[config.mk]
export PLATFORM = sky130hd
export DESIGN_NAME = fpsub_classifier
export DESIGN_NICKNAME = d
export VERILOG_FILES = /design/src/rtl/fpsub_pkg.sv /design/src/rtl/fpsub_exp_calc.sv /design/src/rtl/fpsub_window.sv /design/src/rtl/fpsub_classifier.sv
export SDC_FILE = /design/constraint.sdc
export NUM_CORES = 1
export LEC_CHECK = 0
export CORE_MARGIN = 8
export CORE_UTILIZATION = 36
export DETAILED_ROUTE_END_ITERATION = 16
export DONT_BUFFER_PORTS = 1
export PLACE_DENSITY = 0.61
export SYNTH_ARGS = -nofsm -noshare
export SYNTH_HDL_FRONTEND = slang
export SYNTH_SLANG_ARGS = --single-unit
[constraint.sdc]
create_clock -name clk -period 10.1 [get_ports clk]
set_input_delay 1.515 -clock clk [delete_from_list [all_inputs] [get_ports clk]]
set_output_delay 1.515 -clock clk [all_outputs]
set_load 0.02 [all_outputs]
[src/rtl/fpsub_pkg.sv]
// Shared encodings for the subnormal exception classifier.
// Assumes the flag ordering invalid/overflow/underflow/div-zero/inexact, MSB first.
package fpsub_pkg;
    typedef enum logic [2:0] {
        OP_TOINT = 3'd0,
        OP_CVT   = 3'd1,
        OP_SQRT  = 3'd2,
        OP_ADD   = 3'd3,
        OP_WMUL  = 3'd4,
        OP_MUL   = 3'd5,
        OP_DIV   = 3'd6
    } op_t;

    typedef enum logic [1:0] {
        ACT_PROCEED = 2'd0,
        ACT_FLUSH   = 2'd1,
        ACT_UNFIN   = 2'd2
    } act_t;

    localparam int FLAG_W = 5;
    localparam int FLG_NX = 0;
    localparam int FLG_DZ = 1;
    localparam int FLG_UF = 2;
    localparam int FLG_OF = 3;
    localparam int FLG_NV = 4;
endpackage

[src/rtl/fpsub_exp_calc.sv]
// Result exponent estimate for multiply and divide from biased operand exponents.
// Assumes WORK_W holds 2*max_exp+1 as a positive signed value.
module fpsub_exp_calc #(
    parameter int EXP_W   = 11,
    parameter int WORK_W  = EXP_W + 3,
    parameter int SP_BIAS = 127,
    parameter int DP_BIAS = 1023
) (
    input  logic                     is_div,
    input  logic                     is_double,
    input  logic [EXP_W-1:0]         exp_a,
    input  logic [EXP_W-1:0]         exp_b,
    output logic signed [WORK_W-1:0] exp_est
);
    localparam logic signed [WORK_W-1:0] SP_B = WORK_W'(SP_BIAS);
    localparam logic signed [WORK_W-1:0] DP_B = WORK_W'(DP_BIAS);
    localparam logic signed [WORK_W-1:0] ONE  = WORK_W'(1);

    logic signed [WORK_W-1:0] ea, eb, bias;

    // Widen operands to the signed working width and pick the bias.
    always_comb begin
        ea   = $signed({{(WORK_W-EXP_W){1'b0}}, exp_a});
        eb   = $signed({{(WORK_W-EXP_W){1'b0}}, exp_b});
        bias = is_double ? DP_B : SP_B;
    end

    // Biased sum plus one for multiply, biased difference for divide.
    always_comb begin
        if (is_div) exp_est = ea - eb + bias;
        else        exp_est = ea + eb - bias + ONE;
    end
endmodule

[src/rtl/fpsub_window.sv]
// Compares a signed exponent against the precision-dependent lower bound and 1.
// Assumes the bound values fit WORK_W.
module fpsub_window #(
    parameter int WORK_W = 14,
    parameter int SP_LO  = -25,
    parameter int DP_LO  = -54
) (
    input  logic                     is_double,
    input  logic                     incl_one,
    input  logic signed [WORK_W-1:0] exp_in,
    output logic                     above_lo,
    output logic                     below_one,
    output logic                     in_win
);
    localparam logic signed [WORK_W-1:0] SP_L = WORK_W'(SP_LO);
    localparam logic signed [WORK_W-1:0] DP_L = WORK_W'(DP_LO);
    localparam logic signed [WORK_W-1:0] ONE  = WORK_W'(1);

    // Evaluate both bounds; the upper bound is inclusive on request.
    always_comb begin
        above_lo  = exp_in > (is_double ? DP_L : SP_L);
        below_one = exp_in < ONE;
        in_win    = above_lo && (incl_one ? (exp_in <= ONE) : below_one);
    end
endmodule

[src/rtl/fpsub_classifier.sv]
// Decides proceed / flush-to-zero / unfinished trap for one FP operation,
// plus flag updates and IEEE trap request, registered one cycle after in_valid.
// Assumes exponents are biased; exp_res is the pre-rounding signed exponent.
module fpsub_classifier #(
    parameter int EXP_W   = 11,
    parameter int WORK_W  = EXP_W + 3,
    parameter int SP_BIAS = 127,
    parameter int DP_BIAS = 1023,
    parameter int SP_EMAX = 255,
    parameter int DP_EMAX = 2047,
    parameter int SP_LO   = -25,
    parameter int DP_LO   = -54
) (
    input  logic                     clk,
    input  logic                     rst_n,
    input  logic                     in_valid,
    input  logic [2:0]               op,
    input  logic                     is_double,
    input  logic [EXP_W-1:0]         exp_a,
    input  logic [EXP_W-1:0]         exp_b,
    input  logic                     sub_a,
    input  logic                     sub_b,
    input  logic signed [WORK_W-1:0] exp_res,
    input  logic                     res_sign,
    input  logic                     ns_mode,
    input  logic [4:0]               trap_en,
    output logic                     out_valid,
    output logic [1:0]               action,
    output logic                     flush_sign,
    output logic [4:0]               cexc,
    output logic                     ieee_trap
);
    import fpsub_pkg::*;

    localparam int NWIN = 2;
    localparam logic signed [WORK_W-1:0] SP_M = WORK_W'(SP_EMAX);
    localparam logic signed [WORK_W-1:0] DP_M = WORK_W'(DP_EMAX);

    op_t opc;
    logic is_md, single_op, res_op, ovf;
    logic signed [WORK_W-1:0] md_exp;
    logic signed [WORK_W-1:0] win_exp [NWIN];
    logic [NWIN-1:0] win_incl, win_above, win_below, win_in;
    logic opnd_unfin, res_unfin, do_flush;
    act_t act_d;
    logic [FLAG_W-1:0] cexc_d;
    logic trap_d;

    // Classify the operation code.
    always_comb begin
        opc       = op_t'(op);
        is_md     = (opc == OP_MUL) || (opc == OP_DIV);
        single_op = (opc == OP_TOINT) || (opc == OP_CVT) || (opc == OP_SQRT);
        res_op    = is_md || (opc == OP_ADD) || (opc == OP_CVT);
    end

    fpsub_exp_calc #(
        .EXP_W(EXP_W), .WORK_W(WORK_W), .SP_BIAS(SP_BIAS), .DP_BIAS(DP_BIAS)
    ) u_calc (
        .is_div(opc == OP_DIV), .is_double(is_double),
        .exp_a(exp_a), .exp_b(exp_b), .exp_est(md_exp)
    );

    // Window 0 checks the computed multiply/divide exponent, window 1 the supplied one.
    always_comb begin
        win_exp[0]  = md_exp;
        win_incl[0] = 1'b1;
        win_exp[1]  = exp_res;
        win_incl[1] = 1'b0;
    end

    for (genvar w = 0; w < NWIN; w++) begin : g_win
        fpsub_window #(
            .WORK_W(WORK_W), .SP_LO(SP_LO), .DP_LO(DP_LO)
        ) u_win (
            .is_double(is_double), .incl_one(win_incl[w]), .exp_in(win_exp[w]),
            .above_lo(win_above[w]), .below_one(win_below[w]), .in_win(win_in[w])
        );
    end

    // Overflow guard for the one-subnormal multiply/divide case.
    always_comb ovf = md_exp >= (is_double ? DP_M : SP_M);

    // Operand-subnormal and result-subnormal trap conditions, and flush condition.
    always_comb begin
        opnd_unfin = 1'b0;
        if (single_op)
            opnd_unfin = sub_a;
        else if ((opc == OP_ADD) || (opc == OP_WMUL))
            opnd_unfin = sub_a | sub_b;
        else if (is_md)
            opnd_unfin = (sub_a & sub_b) | ((sub_a ^ sub_b) & ~ovf & win_above[0]);
        res_unfin = res_op && (is_md ? win_in[0] : win_in[1]);
        do_flush  = res_op && (is_md ? win_below[0] : win_below[1]);
    end

    // Combine with priority: mode, then operand rule, then result rule.
    always_comb begin
        act_d  = ACT_PROCEED;
        cexc_d = '0;
        trap_d = 1'b0;
        if (ns_mode) begin
            if (do_flush) begin
                act_d = ACT_FLUSH;
                if (trap_en[FLG_UF]) begin
                    cexc_d[FLG_UF] = 1'b1;
                    trap_d         = 1'b1;
                end else if (trap_en[FLG_NX]) begin
                    cexc_d[FLG_NX] = 1'b1;
                    trap_d         = 1'b1;
                end else begin
                    cexc_d[FLG_UF] = 1'b1;
                    cexc_d[FLG_NX] = 1'b1;
                end
            end
        end else if (opnd_unfin || res_unfin) begin
            act_d = ACT_UNFIN;
        end
    end

    // Register the decision on each strobe; the valid flag tracks the strobe.
    always_ff @(posedge clk) begin
        if (!rst_n) begin
            out_valid  <= 1'b0;
            action     <= ACT_PROCEED;
            flush_sign <= 1'b0;
            cexc       <= '0;
            ieee_trap  <= 1'b0;
        end else begin
            out_valid <= in_valid;
            if (in_valid) begin
                action     <= act_d;
                flush_sign <= res_sign;
                cexc       <= cexc_d;
                ieee_trap  <= trap_d;
            end
        end
    end
endmodule

Word-level counts from Yosys, hierarchy flattened
Index checks and enable logic that the tools add are counted.

Bits in registers: 7. Input port bits: 52. Output and inout port bits: 10. Logic and storage cells: 64.

$add $sub $neg: 5. Order comparisons: 6. Equal/unequal tests: 6. Multiplexer cells: 23. Bitwise logic cells: 7. Reduce and logical (&&, ||, !) cells: 12.

Operator list (count): > comparator 14 bit (2); less-than comparator 14 x 2 -> 1 bit (second input constant) (2); two-way mux 1 bit (17); adder 14 bit (1); adder 14 x 2 -> 14 bit (second input constant) (1); greater-or-equal comparator 14 x 12 -> 1 bit (1); <= comparator 14 x 2 -> 1 bit (second input constant) (1); two-way mux 14 bit (1); subtractor 14 bit (1); adder 11 x 11 -> 12 bit (1); subtractor 11 x 11 -> 12 bit (1); two-way mux 11 bit (1); two-way mux 10 bit (1); == test 3 bit (second input constant) (3); logical OR 1 bit (7); == test 3 x 2 -> 1 bit (second input constant) (2); two-way mux 6 bit (1); logical AND 1 bit (4); two-way mux 2 bit (2); AND 1 bit (3); == test 3 x 1 -> 1 bit (second input constant) (1); logical NOT 3 bit (1); OR 1 bit (2); NOT 1 bit (1); XOR 1 bit (1).

Longest topological paths before layout
Gate-level depths: netlist of the first run.

Depth in word-level cells: 15. Gate-level depth with buffers: 25.

By module
From an unflattened synthesis of the first run, not the netlist that was laid out.

Cells, all modules: 378. Area, all modules: 2867.8 µm².

Modules (own cells, without submodules): fpsub_exp_calc (instances 1, cells an instance 259, area an instance 1935.6 µm², seq. area each 0.0 µm²); fpsub_classifier (instances 1, cells an instance 69, area an instance 559.3 µm², seq. area each 140.1 µm²); fpsub_window (instances 2, cells an instance 25, area an instance 186.4 µm², seq. area each 0.0 µm²).

Worst setup path after synthesis of the first run
Ideal clock, no wire load.

Path type: input -> register. Start point: in exp_a[0]. End point: reg action[1]. Arrival: 5.398 ns. Data required time: 9.971 ns. Setup slack: 4.573 ns. Stages on the path: 23. Buffers on the path: 0. Path through: inv_1 ha_1 inv_1 fa_1 a21o_1 a221oi_4 o21ai_0 a21oi_1 xnor2_1 ha_1 a21oi_1 o21ai_0 nor2_1 a21oi_1 or3_1 ha_1 nand3_1 nor2_1 nand3_1 nor3_1 a41oi_1 o211ai_1 o211ai_1.

Longest elaborated chain between the ends: 15. Elaborated cells between the ends (all ways): 22.

RTL lines: start: declaration (line fpsub_classifier.sv:19) `input logic [EXP_W-1:0] exp_a,`; adder 11 x 11 -> 12 bit (line fpsub_exp_calc.sv:31) `else exp_est = ea + eb - bias + ONE;`; subtractor 14 bit (line fpsub_exp_calc.sv:31); adder 14 x 2 -> 14 bit (line fpsub_exp_calc.sv:31); two-way mux 14 bit (*) (line fpsub_exp_calc.sv:30) `if (is_div) exp_est = ea - eb + bias;`; greater-or-equal comparator 14 x 12 -> 1 bit (line fpsub_classifier.sv:82) `always_comb ovf = md_exp >= (is_double ? DP_M : SP_M);`; NOT 1 bit (line fpsub_classifier.sv:92) `opnd_unfin = (sub_a & sub_b) | ((sub_a ^ sub_b) & ~ovf & win_above[0]);`; AND 1 bit (2 in series) (line fpsub_classifier.sv:92); OR 1 bit (line fpsub_classifier.sv:92); two-way mux 1 bit (line fpsub_classifier.sv:91) `else if (is_md)`; two-way mux 1 bit (line fpsub_classifier.sv:89) `else if ((opc == OP_ADD) || (opc == OP_WMUL))`; two-way mux 1 bit (line fpsub_classifier.sv:87) `if (single_op)`; logical OR 1 bit (*) (line fpsub_classifier.sv:116) `end else if (opnd_unfin || res_unfin) begin`; two-way mux 2 bit (*) (line fpsub_classifier.sv:116); two-way mux 2 bit (*) (line fpsub_classifier.sv:102) `if (ns_mode) begin`; end signal: assignment (line fpsub_classifier.sv:132) `action <= act_d;`; end: declaration (line fpsub_classifier.sv:28) `output logic [1:0] action,`.

Mark *: on every way between the ends. The rest lies on a longest branch, timed or not. A chain may end at the register's enable or synchronous reset.

Worst setup path after layout of the first run
Start point: in exp_b[4]. End point: reg action[1].

Longest elaborated chain between the ends: 15. Elaborated cells between the ends (all ways): 22.

RTL lines: start: declaration (line fpsub_classifier.sv:20) `input logic [EXP_W-1:0] exp_b,`; adder 11 x 11 -> 12 bit (line fpsub_exp_calc.sv:31); subtractor 14 bit (line fpsub_exp_calc.sv:31); adder 14 x 2 -> 14 bit (line fpsub_exp_calc.sv:31); two-way mux 14 bit (*) (line fpsub_exp_calc.sv:30); greater-or-equal comparator 14 x 12 -> 1 bit (line fpsub_classifier.sv:82); NOT 1 bit (line fpsub_classifier.sv:92); AND 1 bit (2 in series) (line fpsub_classifier.sv:92); OR 1 bit (line fpsub_classifier.sv:92); two-way mux 1 bit (line fpsub_classifier.sv:91); two-way mux 1 bit (line fpsub_classifier.sv:89); two-way mux 1 bit (line fpsub_classifier.sv:87); logical OR 1 bit (*) (line fpsub_classifier.sv:116); two-way mux 2 bit (*) (line fpsub_classifier.sv:116); two-way mux 2 bit (*) (line fpsub_classifier.sv:102).

Marked as above.

==> run_results.csv, run 1 <==
group,metric,value,unit
outcome,status,"finished clean",
clock_network,clk_path_buf_depth,2,
clock_network,root_buffer,"clkbuf_8",
die,die_w,108.6,um
drt,first_pass_iters,4,
timing,rsz0062_at_grt,"no",
pwr,pwr-share-comb,78.8,%
drt,vias_per_cell,5.902,
synth,synth-seq-area-share,4.544,%
pwr,power.share.sequential,9.6,%
synth,synth_edf_count,0,
synth,synth_cells,404,
die,die_h,108.6,um
timing,hold_violations,0,
drt,first_iter_violations,161,
drt,topRoutingLayerUsed,"met4",
die,start_util,37.35,%
synth,syn_area,3084,um^2
place,hpwl,6.343,mm
pwr,irDropWorstVdd,0.02746,mV
timing,finalMaxSlewViolations,0,
clock_network,clock_latency,0.22,ns
pwr,p_switching,161.8,uW
synth,synth-seq-cells,7,
die,ios,62,
pwr,clkPwrFrac,11.7,%
worst_setup_path,crit_fanout,11,
global_routing,antenna_found_initial,0,
timing,setup_slack,4.109,ns
layout,design_area,3136,um^2
pwr,power_switching_share,49.48,%
min_path,hold_start,"ieee_trap",
global_routing,grt_pass1_vias,2864,
pwr,internal_power,165.2,uW
die,design.die.area,11790,um^2
clock_network,cts.clk_slew.worst_paths,0.04,ns
layout,syn_to_final_growth,1.663,%
drt,vias,2939,
worst_setup_path,r2r_end,"action[0]",
worst_setup_path,reg2reg_depth,2,
worst_setup_path,required,10.20,ns
clock_network,cts_setup_buffers,0,
timing,fin_setup_tns,0,ns
timing,fmax,166.9,MHz
layout,final_common_cell,"ha_1",
clock_network,cts.sinks,7,
drt,met1_length,3.629,mm
timing,slew_headroom,46.15,%
global_routing,track_usage,12.35,%
worst_setup_path,critical_path.endpoint_type,"flip-flop",
min_path,min_path_cells,2,
die,coreArea,8258,um^2
layout,diodes,0,
place,io_buffers,0,
clock_network,numCtsBuffers,3,
worst_setup_path,crit_path_frequent_cell,"ha_1",
global_routing,grt_start_max_net_pins,20,
timing,min_period_over_period,59.32,%
worst_setup_path,crit_path_max_incr_delay,0.46,ns
layout,drive_above_1_share,6.616,%
worst_setup_path,crit-reg2reg-launch,"action[0]",
layout,fill_cells,908,
place,place.gp.congestion,0.8626,
worst_setup_path,arrival,6.09,ns
layout,final_cell_mix,"ha_1, inv_1, nand2_1",
worst_setup_path,startpoint_type,"primary input",
drt,ant_nets,0,
timing,finalSetupViolCount,0,
clock_network,htreeDepth,1,
synth,synth.distinct_cells,78,
timing,period_minus_slack,5.991,ns
clock_network,cts-resized-gates,0,
timing,tightest_slew,0.7874,ns
worst_setup_path,critPathKind,"primary input to flip-flop",
drt,wl_met2,3.422,mm
min_path,hold_class,"flip-flop to flip-flop",
global_routing,grt.overflow.total,0,
timing,clock_skew,0,ns
synth,ys_warn_count,0,
layout,fin_nets,498,
pwr,p_leak,0.001418,uW
pwr,powerDensity,104.3,nW/um^2
clock_network,cts.hold.buffers_added,0,
drt,drc,0,
die,row_count,33,
place,pre_cts_slack,3.884,ns
global_routing,grt_pass1_wl,12.54,mm
clock_network,cts_tree,"done",
place,placed_area,3090,um^2
worst_setup_path,r2r_slack,9.23,ns
job,drv_cap,0,
worst_setup_path,slowest_stage,"ha_1",
drt,routed_wl,7.478,mm
worst_setup_path,worstPathCellList,"inv_1 > ha_1 > inv_1 > a221oi_2 > a21oi_1 > a211oi_1 > xor2_1 > ha_1 > ha_1 > nor2b_1 > a21oi_1 > a21oi_1 > or3_1 > ha_1 > nand3_1 > nor2_1 > nand3_1 > nor3_1 > a41oi_1 > o211ai_1 > o211ai_1",
min_path,holdPathEnd,"ieee_trap",
synth,synth-main-ff-cell,"dfxtp_1",
synth,ys_async_sr_fraction,0,%
drt,routedWlPerCell,15.02,um
drt,dr_wl_met3,402,um
synth,syn_avg_cell_area,7.634,um^2
==> power groups by stage <==
stage	combinational, uW	clock (uW)	sequential, uW
after floorplan	214	0	31.5
after global placement	250	0	31.8
after detailed placement	255	0	31.8
after CTS	257	38.9	31.4
after global routing	289	41.5	31.4
final	258	38.2	31.3
==> metal layers <==
layer / global-route usage, % / up-vias
met4: 2.248 / 0
li1: - / 1490
met3: 1.011 / 2
met5: 0 / -
met1: 16.72 / 1391
met2: 20.92 / 56
==> synth_stat cells, types with 5 or more instances <==
master,instances,share of area [%]
xor2_1,10,2.8
a211oi_1,6,1.5
o21ai_0,10,1.6
o21bai_1,5,1.2
clkbuf_1,5,0.61
nand4_1,7,1.4
o211ai_1,6,1.5
nor2_1,22,2.7
dfxtp_1,7,4.5
nand2_1,30,3.7
nand3_1,12,1.9
nor3_1,12,1.9
ha_1,50,20
mux2i_1,9,2.9
inv_1,32,3.9
a31oi_1,5,1.0
a21oi_1,23,3.7
a21o_1,11,2.7
xnor2_1,11,3.1
and3_1,6,1.2
nor2b_1,11,2.2
==> metrics by stage <==
step	power (uW)	hold slack [ns]	instances	util, %
final	327.1	0.5516	498	37.97
after detailed placement	286.6	0.5526	494	37.42
after global routing	362.4	0.5741	498	37.97
after CTS	327.0	0.5584	498	37.97
after floorplan	245.2	0.5224	406	-
after global placement	281.6	0.5472	494	37.42
==> area by class of cell <==
cell class	count	area [um^2]	area share (%)
clock buffer	4	45.04	1.437
tap	105	131.4	4.190
sequential	7	140.1	4.469
multi-input combinational	350	2699	86.07
inverter	32	120.1	3.831
==> flip-flops by register name, indices dropped and copies added (netlist names) <==
name	count
cexc	2
action	2
out_valid	1
ieee_trap	1
flush_sign	1
==> how the worst max path moves through the flow <==
stage | startpoint | endpoint | cells after the start
3_3_place_gp | exp_a[0] | action[1] | 23
2_1_floorplan | exp_a[0] | action[1] | 23
5_1_grt | exp_b[4] | action[1] | 21
6_report | exp_b[4] | action[1] | 21
3_5_place_dp | exp_a[0] | action[1] | 23
4_1_cts | exp_a[0] | action[1] | 23
==> kinds of logic after synthesis <==
logic type	count (synthesis)	share of synthesized area (%)
simple gates	145	26.61
compound gates	119	29.53
fa+ha+maj	52	21.58
buf+inv	49	8.195
xor+xnor	22	6.491
mux	9	2.921
flops	7	4.543
other cells	1	0.1216
==> critical path, delay by kind of cell <==
kind | cells | cell delay, ns
buf+inv | 2 | 0.19
xor+xnor | 1 | 0.19
simple gates | 6 | 0.99
compound gates | 8 | 1.79
fa+ha+maj | 4 | 1.38
(Power assumes the default switching activity.)
==> run 2, diff against run 1 <==
--- a/config.mk
+++ b/config.mk
@@ -5,6 +5,7 @@
 export SDC_FILE = /design/constraint.sdc
 export NUM_CORES = 1
 export LEC_CHECK = 0
+export ABC_AREA = 1
 export CORE_MARGIN = 8
 export CORE_UTILIZATION = 36
 export DETAILED_ROUTE_END_ITERATION = 16
==> constraint.sdc (replaced) <==
create_clock -name clk -period 5.7 [get_ports clk]
set_input_delay 0.855 -clock clk [delete_from_list [all_inputs] [get_ports clk]]
set_output_delay 0.855 -clock clk [all_outputs]
set_load 0.02 [all_outputs]
==> run 2 against run 1 <==
Effect of this change: clock skew stayed put; non-clock buffer count did not move; via count is 11% higher; critical path depth up 12; setup slack worse by 3.3 ns; clock-buffer cell count unchanged; final area up 1.2%; wire length is 4.3% higher; register-to-register slack lost 4.3 ns; final cell count rose by 29%; critical path type unchanged; total power rose by 76%; die area shrank 0.31%; largest power group unchanged.
==> run_results.csv, run 2 <==
group,metric,value,unit
worst_setup_path,r2r_end,"cexc[2]",
synth,synthTopCellsByArea,"ha_1, nand2_1, nand3_1, inv_1, nor2_1",
timing,tightest_slew,0.6287,ns
synth,syn_area,3073,um^2
worst_setup_path,r2r_slack,4.96,ns
synth,synth_top_family_by_area,"simple AND/OR/NAND/NOR gates",
job,drv_cap,0,
worst_setup_path,critical_path.endpoint_type,"flip-flop",
layout,drive_above_1_share,5.970,%
synth,synth-simple-area-share,44.87,%
min_path,hold_start,"ieee_trap",
synth,synth.most_common_cell,"nand2_1",
clock_network,clk_path_buf_depth,2,
synth,ys_warn_count,0,
clock_network,cts_setup_buffers,0,
synth,synthMuxAreaShare,0.3257,%
die,design.die.area,11750,um^2
synth,synth_edf_count,0,
timing,clock_skew,0,ns
timing,fin_setup_tns,0,ns
clock_network,htreeDepth,1,
synth,synth_common_cells,"nand2_1, inv_1, nand3_1",
die,coreArea,8258,um^2
pwr,irDropWorstVdd,0.05353,mV
global_routing,grt_pass1_wl,13.31,mm
clock_network,cts.hold.buffers_added,0,
die,row_count,33,
timing,setup_slack,0.8290,ns
timing,finalSetupViolCount,0,
clock_network,cts-resized-gates,0,
layout,final_common_cell,"nand2_1",
global_routing,grt_start_max_net_pins,16,
drt,routedWlPerCell,12.17,um
pwr,p_leak,0.001800,uW
drt,ant_nets,0,
worst_setup_path,startpoint_type,"primary input",
pwr,clkPwrFrac,12.2,%
worst_setup_path,crit_path_frequent_cell,"nand2_1",
synth,yosysTopAreaCellShare,20.36,%
synth,synth.distinct_cells,43,
outcome,status,"finished clean",
min_path,min_path_cells,2,
place,hpwl,6.738,mm
drt,drc,0,
die,die_w,108.4,um
drt,vias,3267,
timing,period_minus_slack,4.871,ns
timing,min_period_over_period,85.46,%
clock_network,cts.sinks,7,
worst_setup_path,crit_path_max_incr_delay,0.47,ns
synth,synthAdderAreaFrac,21.66,%
timing,rsz0062_at_grt,"no",
min_path,hold_class,"flip-flop to flip-flop",
timing,fmax,205.3,MHz
place,io_buffers,0,
worst_setup_path,arrival,4.98,ns
timing,slew_headroom,57.97,%
clock_network,root_buffer,"clkbuf_8",
timing,hold_violations,0,
min_path,holdPathEnd,"ieee_trap",
global_routing,grt.overflow.total,0,
worst_setup_path,reg2reg_depth,2,
worst_setup_path,crit_fanout,11,
timing,finalMaxSlewViolations,0,
clock_network,clock_latency,0.23,ns
place,pre_cts_slack,0.6847,ns
pwr,internal_power,260.7,uW
layout,top_regs,"action (2), cexc (2)",
pwr,powerDensity,181.8,nW/um^2
clock_network,cts.clk_slew.worst_paths,0.04,ns
global_routing,grt_pass1_vias,3144,
synth,synth_cells,542,
place,place.gp.congestion,0.8697,
pwr,pwr-share-comb,78.3,%
layout,diodes,0,
synth,ys_async_sr_fraction,0,%
synth,synth-seq-area-share,4.560,%
worst_setup_path,slowest_stage,"ha_1",
pwr,power_switching_share,54.79,%
synth,synth_compound_gate_area_share,11.36,%
clock_network,cts_tree,"done",
worst_setup_path,required,5.81,ns
drt,first_pass_iters,4,
die,start_util,37.21,%
die,die_h,108.4,um
layout,final_cell_mix,"nand2_1, inv_1, nand3_1",
drt,routed_wl,7.803,mm
drt,first_iter_violations,197,
synth,synth_top_cell_by_area,"ha_1",
synth,synth-seq-cells,7,
timing,holdWs,0.5655,ns
layout,fin_nets,641,
die,ios,62,
synth,syn_avg_cell_area,5.670,um^2
clock_network,numCtsBuffers,3,
drt,vias_per_cell,5.097,
worst_setup_path,critPathKind,"primary input to flip-flop",
pwr,p_switching,316.0,uW
layout,syn_to_final_growth,3.217,%
pwr,power.share.sequential,9.5,%
global_routing,antenna_found_initial,0,
global_routing,track_usage,13.20,%
worst_setup_path,crit-reg2reg-launch,"cexc[2]",
synth,synth-main-ff-cell,"dfxtp_1",
synth,synth_xor_area_share,3.094,%
==> run 2: worst max-delay path by stage <==
| stage | slack, ns | endpoint | startpoint |
|---|---|---|---|
| floorplan | 1.38 | action[1] | exp_a[0] |
| global placement | 0.73 | action[1] | exp_b[4] |
| detailed placement | 0.68 | action[1] | exp_b[4] |
| CTS | 0.91 | action[1] | exp_b[4] |
| global route | 0.27 | action[1] | exp_b[4] |
| finish | 0.83 | action[1] | exp_b[4] |
==> run 2: stage by stage <==
stage / instances / power (uW) / utilization (%) / instance area, um^2
after floorplan: 544 / 426.9 / - / 3080
after global placement: 637 / 495.5 / 37.86 / 3127
after detailed placement: 637 / 503.6 / 37.86 / 3127
after CTS: 641 / 577.0 / 38.41 / 3172
after global routing: 641 / 655.3 / 38.41 / 3172
final: 641 / 576.7 / 38.41 / 3172
==> run 2: routing by layer <==
metal	up-vias	GRT usage [%]	routed length [um]
met1	1450	16.99	3705
met2	72	23.50	3584
met3	2	1.666	503
met5	-	0	0
li1	1743	-	-
met4	0	1.369	10
==> run 2: kinds of logic after synthesis <==
kind of cell	Yosys count
AO/OA/AOI/OAI	56
XOR/XNOR	10
adder cells (fa/ha/maj)	52
buffers and inverters	104
flip-flops	7
multiplexers	1
other	1
AND/OR/NAND/NOR	311
==> run 2: area by class of cell <==
type                       instances  area (um^2)
inverter                          92        345.3
clock buffer                       4        45.04
tap                              105        131.4
sequential                         7        140.1
multi-input combinational        433         2510
fill                             921         5086
==> run 2: worst max-delay path, delay by kind of cell <==
kind,cells,cell delay (ns)
AO/OA/AOI/OAI,5,0.82
XOR/XNOR,1,0.13
adder cells (fa/ha/maj),4,1.39
buffers and inverters,5,0.35
AND/OR/NAND/NOR,18,1.43
==> run 2: power groups by stage <==
stage | Sequential (uW) | Clock (uW) | Combinational [uW]
after floorplan | 55.2 | 0 | 372
after global placement | 55.7 | 0 | 440
after detailed placement | 55.8 | 0 | 448
after CTS | 54.9 | 71.8 | 450
after global routing | 55.0 | 74.4 | 526
final | 54.7 | 70.2 | 452
==> run 3, diff against run 2 <==
--- a/config.mk
+++ b/config.mk
@@ -6,11 +6,13 @@
 export NUM_CORES = 1
 export LEC_CHECK = 0
 export ABC_AREA = 1
+export CELL_PAD_IN_SITES_DETAIL_PLACEMENT = 0
+export CELL_PAD_IN_SITES_GLOBAL_PLACEMENT = 2
 export CORE_MARGIN = 8
-export CORE_UTILIZATION = 36
+export CORE_UTILIZATION = 33
 export DETAILED_ROUTE_END_ITERATION = 16
 export DONT_BUFFER_PORTS = 1
-export PLACE_DENSITY = 0.61
+export PLACE_DENSITY = 0.93
 export SYNTH_ARGS = -nofsm -noshare
 export SYNTH_HDL_FRONTEND = slang
 export SYNTH_SLANG_ARGS = --single-unit
==> run 3 against run 2 <==
Effect of this change: critical path depth is 1 lower; sequential cell count stayed put; final area is 0.71% higher; total power is 0.33% higher; largest power group unchanged.
==> run_results.csv, run 3 (synthesis results as in run 2) <==
group,metric,value,unit
outcome,status,"finished clean",
worst_setup_path,startpoint_type,"primary input",
drt,vias_per_cell,4.982,
worst_setup_path,critPathTopFamily,"simple AND/OR/NAND/NOR gates",
clock_network,cts-resized-gates,0,
clock_network,clock_latency,0.23,ns
worst_setup_path,critPathKind,"primary input to flip-flop",
layout,stdcell_count,649,
worst_setup_path,critPathLaunch,"exp_b[4]",
timing,tightest_slew,0.4970,ns
clock_network,clk_path_buf_depth,2,
clock_network,numCtsBuffers,3,
drt,vias,3233,
layout,syn_to_final_growth,3.949,%
worst_setup_path,crit_fanout,11,
worst_setup_path,reg2reg_depth,2,
worst_setup_path,crit_buf_inv,4,
clock_network,cts.clk_slew.worst_paths,0.04,ns
pwr,power_switching_share,54.68,%
die,row_count,35,
die,coreArea,9153,um^2
worst_setup_path,required,5.81,ns
timing,hold_violations,0,
min_path,holdPathEnd,"action[0]",
clock_network,cts.sinks,7,
pwr,irDropWorstVdd,0.1033,mV
clock_network,cts_setup_buffers,0,
timing,finalMaxSlewViolations,0,
global_routing,grt_pass1_wl,14.14,mm
global_routing,grt_pass1_vias,3276,
pwr,pwr-share-comb,78.4,%
min_path,min_path_cells,2,
layout,fin_nets,643,
clock_network,cts.hold.buffers_added,0,
min_path,hold_start,"action[0]",
timing,clock_skew,0,ns
pwr,powerDensity,181.1,nW/um^2
place,post-place-cells,645,
timing,min_period_over_period,84.27,%
drt,drc,0,
layout,diodes,0,
layout,final_common_cell,"nand2_1",
drt,ant_nets,0,
worst_setup_path,crit-reg2reg-launch,"ieee_trap",
drt,first_pass_iters,4,
drt,first_iter_violations,119,
worst_setup_path,r2r_end,"ieee_trap",
pwr,clkPwrFrac,12.1,%
min_path,hold_class,"flip-flop to flip-flop",
place,io_buffers,0,
worst_setup_path,crit_path_frequent_cell,"nand2_1",
layout,drive_above_1_share,6.320,%
drt,routedWlPerCell,12.46,um
die,die_h,112.5,um
layout,final_cell_mix,"nand2_1, inv_1, nand3_1",
die,start_util,33.57,%
pwr,power.share.sequential,9.5,%
global_routing,antenna_found_initial,0,
layout,utilization,34.90,%
pwr,internal_power,262.3,uW
die,ios,62,
place,hpwl,7.172,mm
timing,rsz0062_at_grt,"no",
place,place.gp.congestion,0.8090,
worst_setup_path,crit_path_max_incr_delay,0.48,ns
worst_setup_path,slowest_stage,"ha_1",
worst_setup_path,r2r_slack,4.94,ns
clock_network,cts_tree,"done",
layout,top_regs,"action (2), cexc (2)",
timing,fmax,208.2,MHz
pwr,p_switching,316.4,uW
worst_setup_path,arrival,4.92,ns
timing,fin_setup_tns,0,ns
timing,finalSetupViolCount,0,
timing,period_minus_slack,4.803,ns
global_routing,track_usage,12.91,%
drt,routed_wl,8.084,mm
global_routing,grt.overflow.total,0,
clock_network,htreeDepth,1,
clock_network,root_buffer,"clkbuf_8",
timing,slew_headroom,66.67,%
worst_setup_path,critical_path.endpoint_type,"flip-flop",
die,design.die.area,12660,um^2
pwr,power.total,578.6,uW
global_routing,grt_start_max_net_pins,16,
pwr,p_leak,0.001809,uW
job,drv_cap,0,
die,die_w,112.5,um
[run 3: stage by stage]
step / setup slack [ns] / hold slack [ns] / cell area [um^2]
floorplan: 1.382 / 0.5425 / 3080
global placement: 0.7007 / 0.5658 / 3149
finish: 0.8966 / 0.5710 / 3194
global route: 0.4745 / 0.6063 / 3194
CTS: 0.8798 / 0.5764 / 3194
detailed placement: 0.6619 / 0.5686 / 3149
[run 3: cell type report]
type                            count  area [um^2]
Multi-Input combinational cell    433         2510
Clock buffer                        4        45.04
Sequential cell                     7        140.1
Fill cell                        1038         5958
Timing Repair Buffer                2        15.01
Tap cell                          111        138.9
Inverter                           92        345.3
[run 3: how the worst max path moves through the flow]
stage,endpoint,cells past startpoint
finish,action[1],32
global route,action[1],33
CTS,action[1],32
detailed placement,action[1],32
global placement,action[1],32
floorplan,action[1],33
[run 3: power groups by stage]
stage | clock network (uW) | logic [uW] | registers [uW]
after floorplan | 0 | 372 | 55.2
after global placement | 0 | 448 | 55.6
after detailed placement | 0 | 456 | 55.7
after CTS | 70.3 | 458 | 54.9
after global routing | 74.3 | 529 | 55.0
final | 70.1 | 454 | 54.8
[run 3: metal layers]
layer	global-route usage (%)	routed length (um)	vias up
li1	-	-	1746
met1	15.51	3730	1423
met2	23.93	3804	60
met3	2.362	514	4
met4	1.259	34	0
met5	0	0	-
[run 3: worst reg2reg max path: stages (launching register included)]
cell     delay, ns
dfxtp_1       0.44
nand2_1       0.09
a21oi_1       0.15
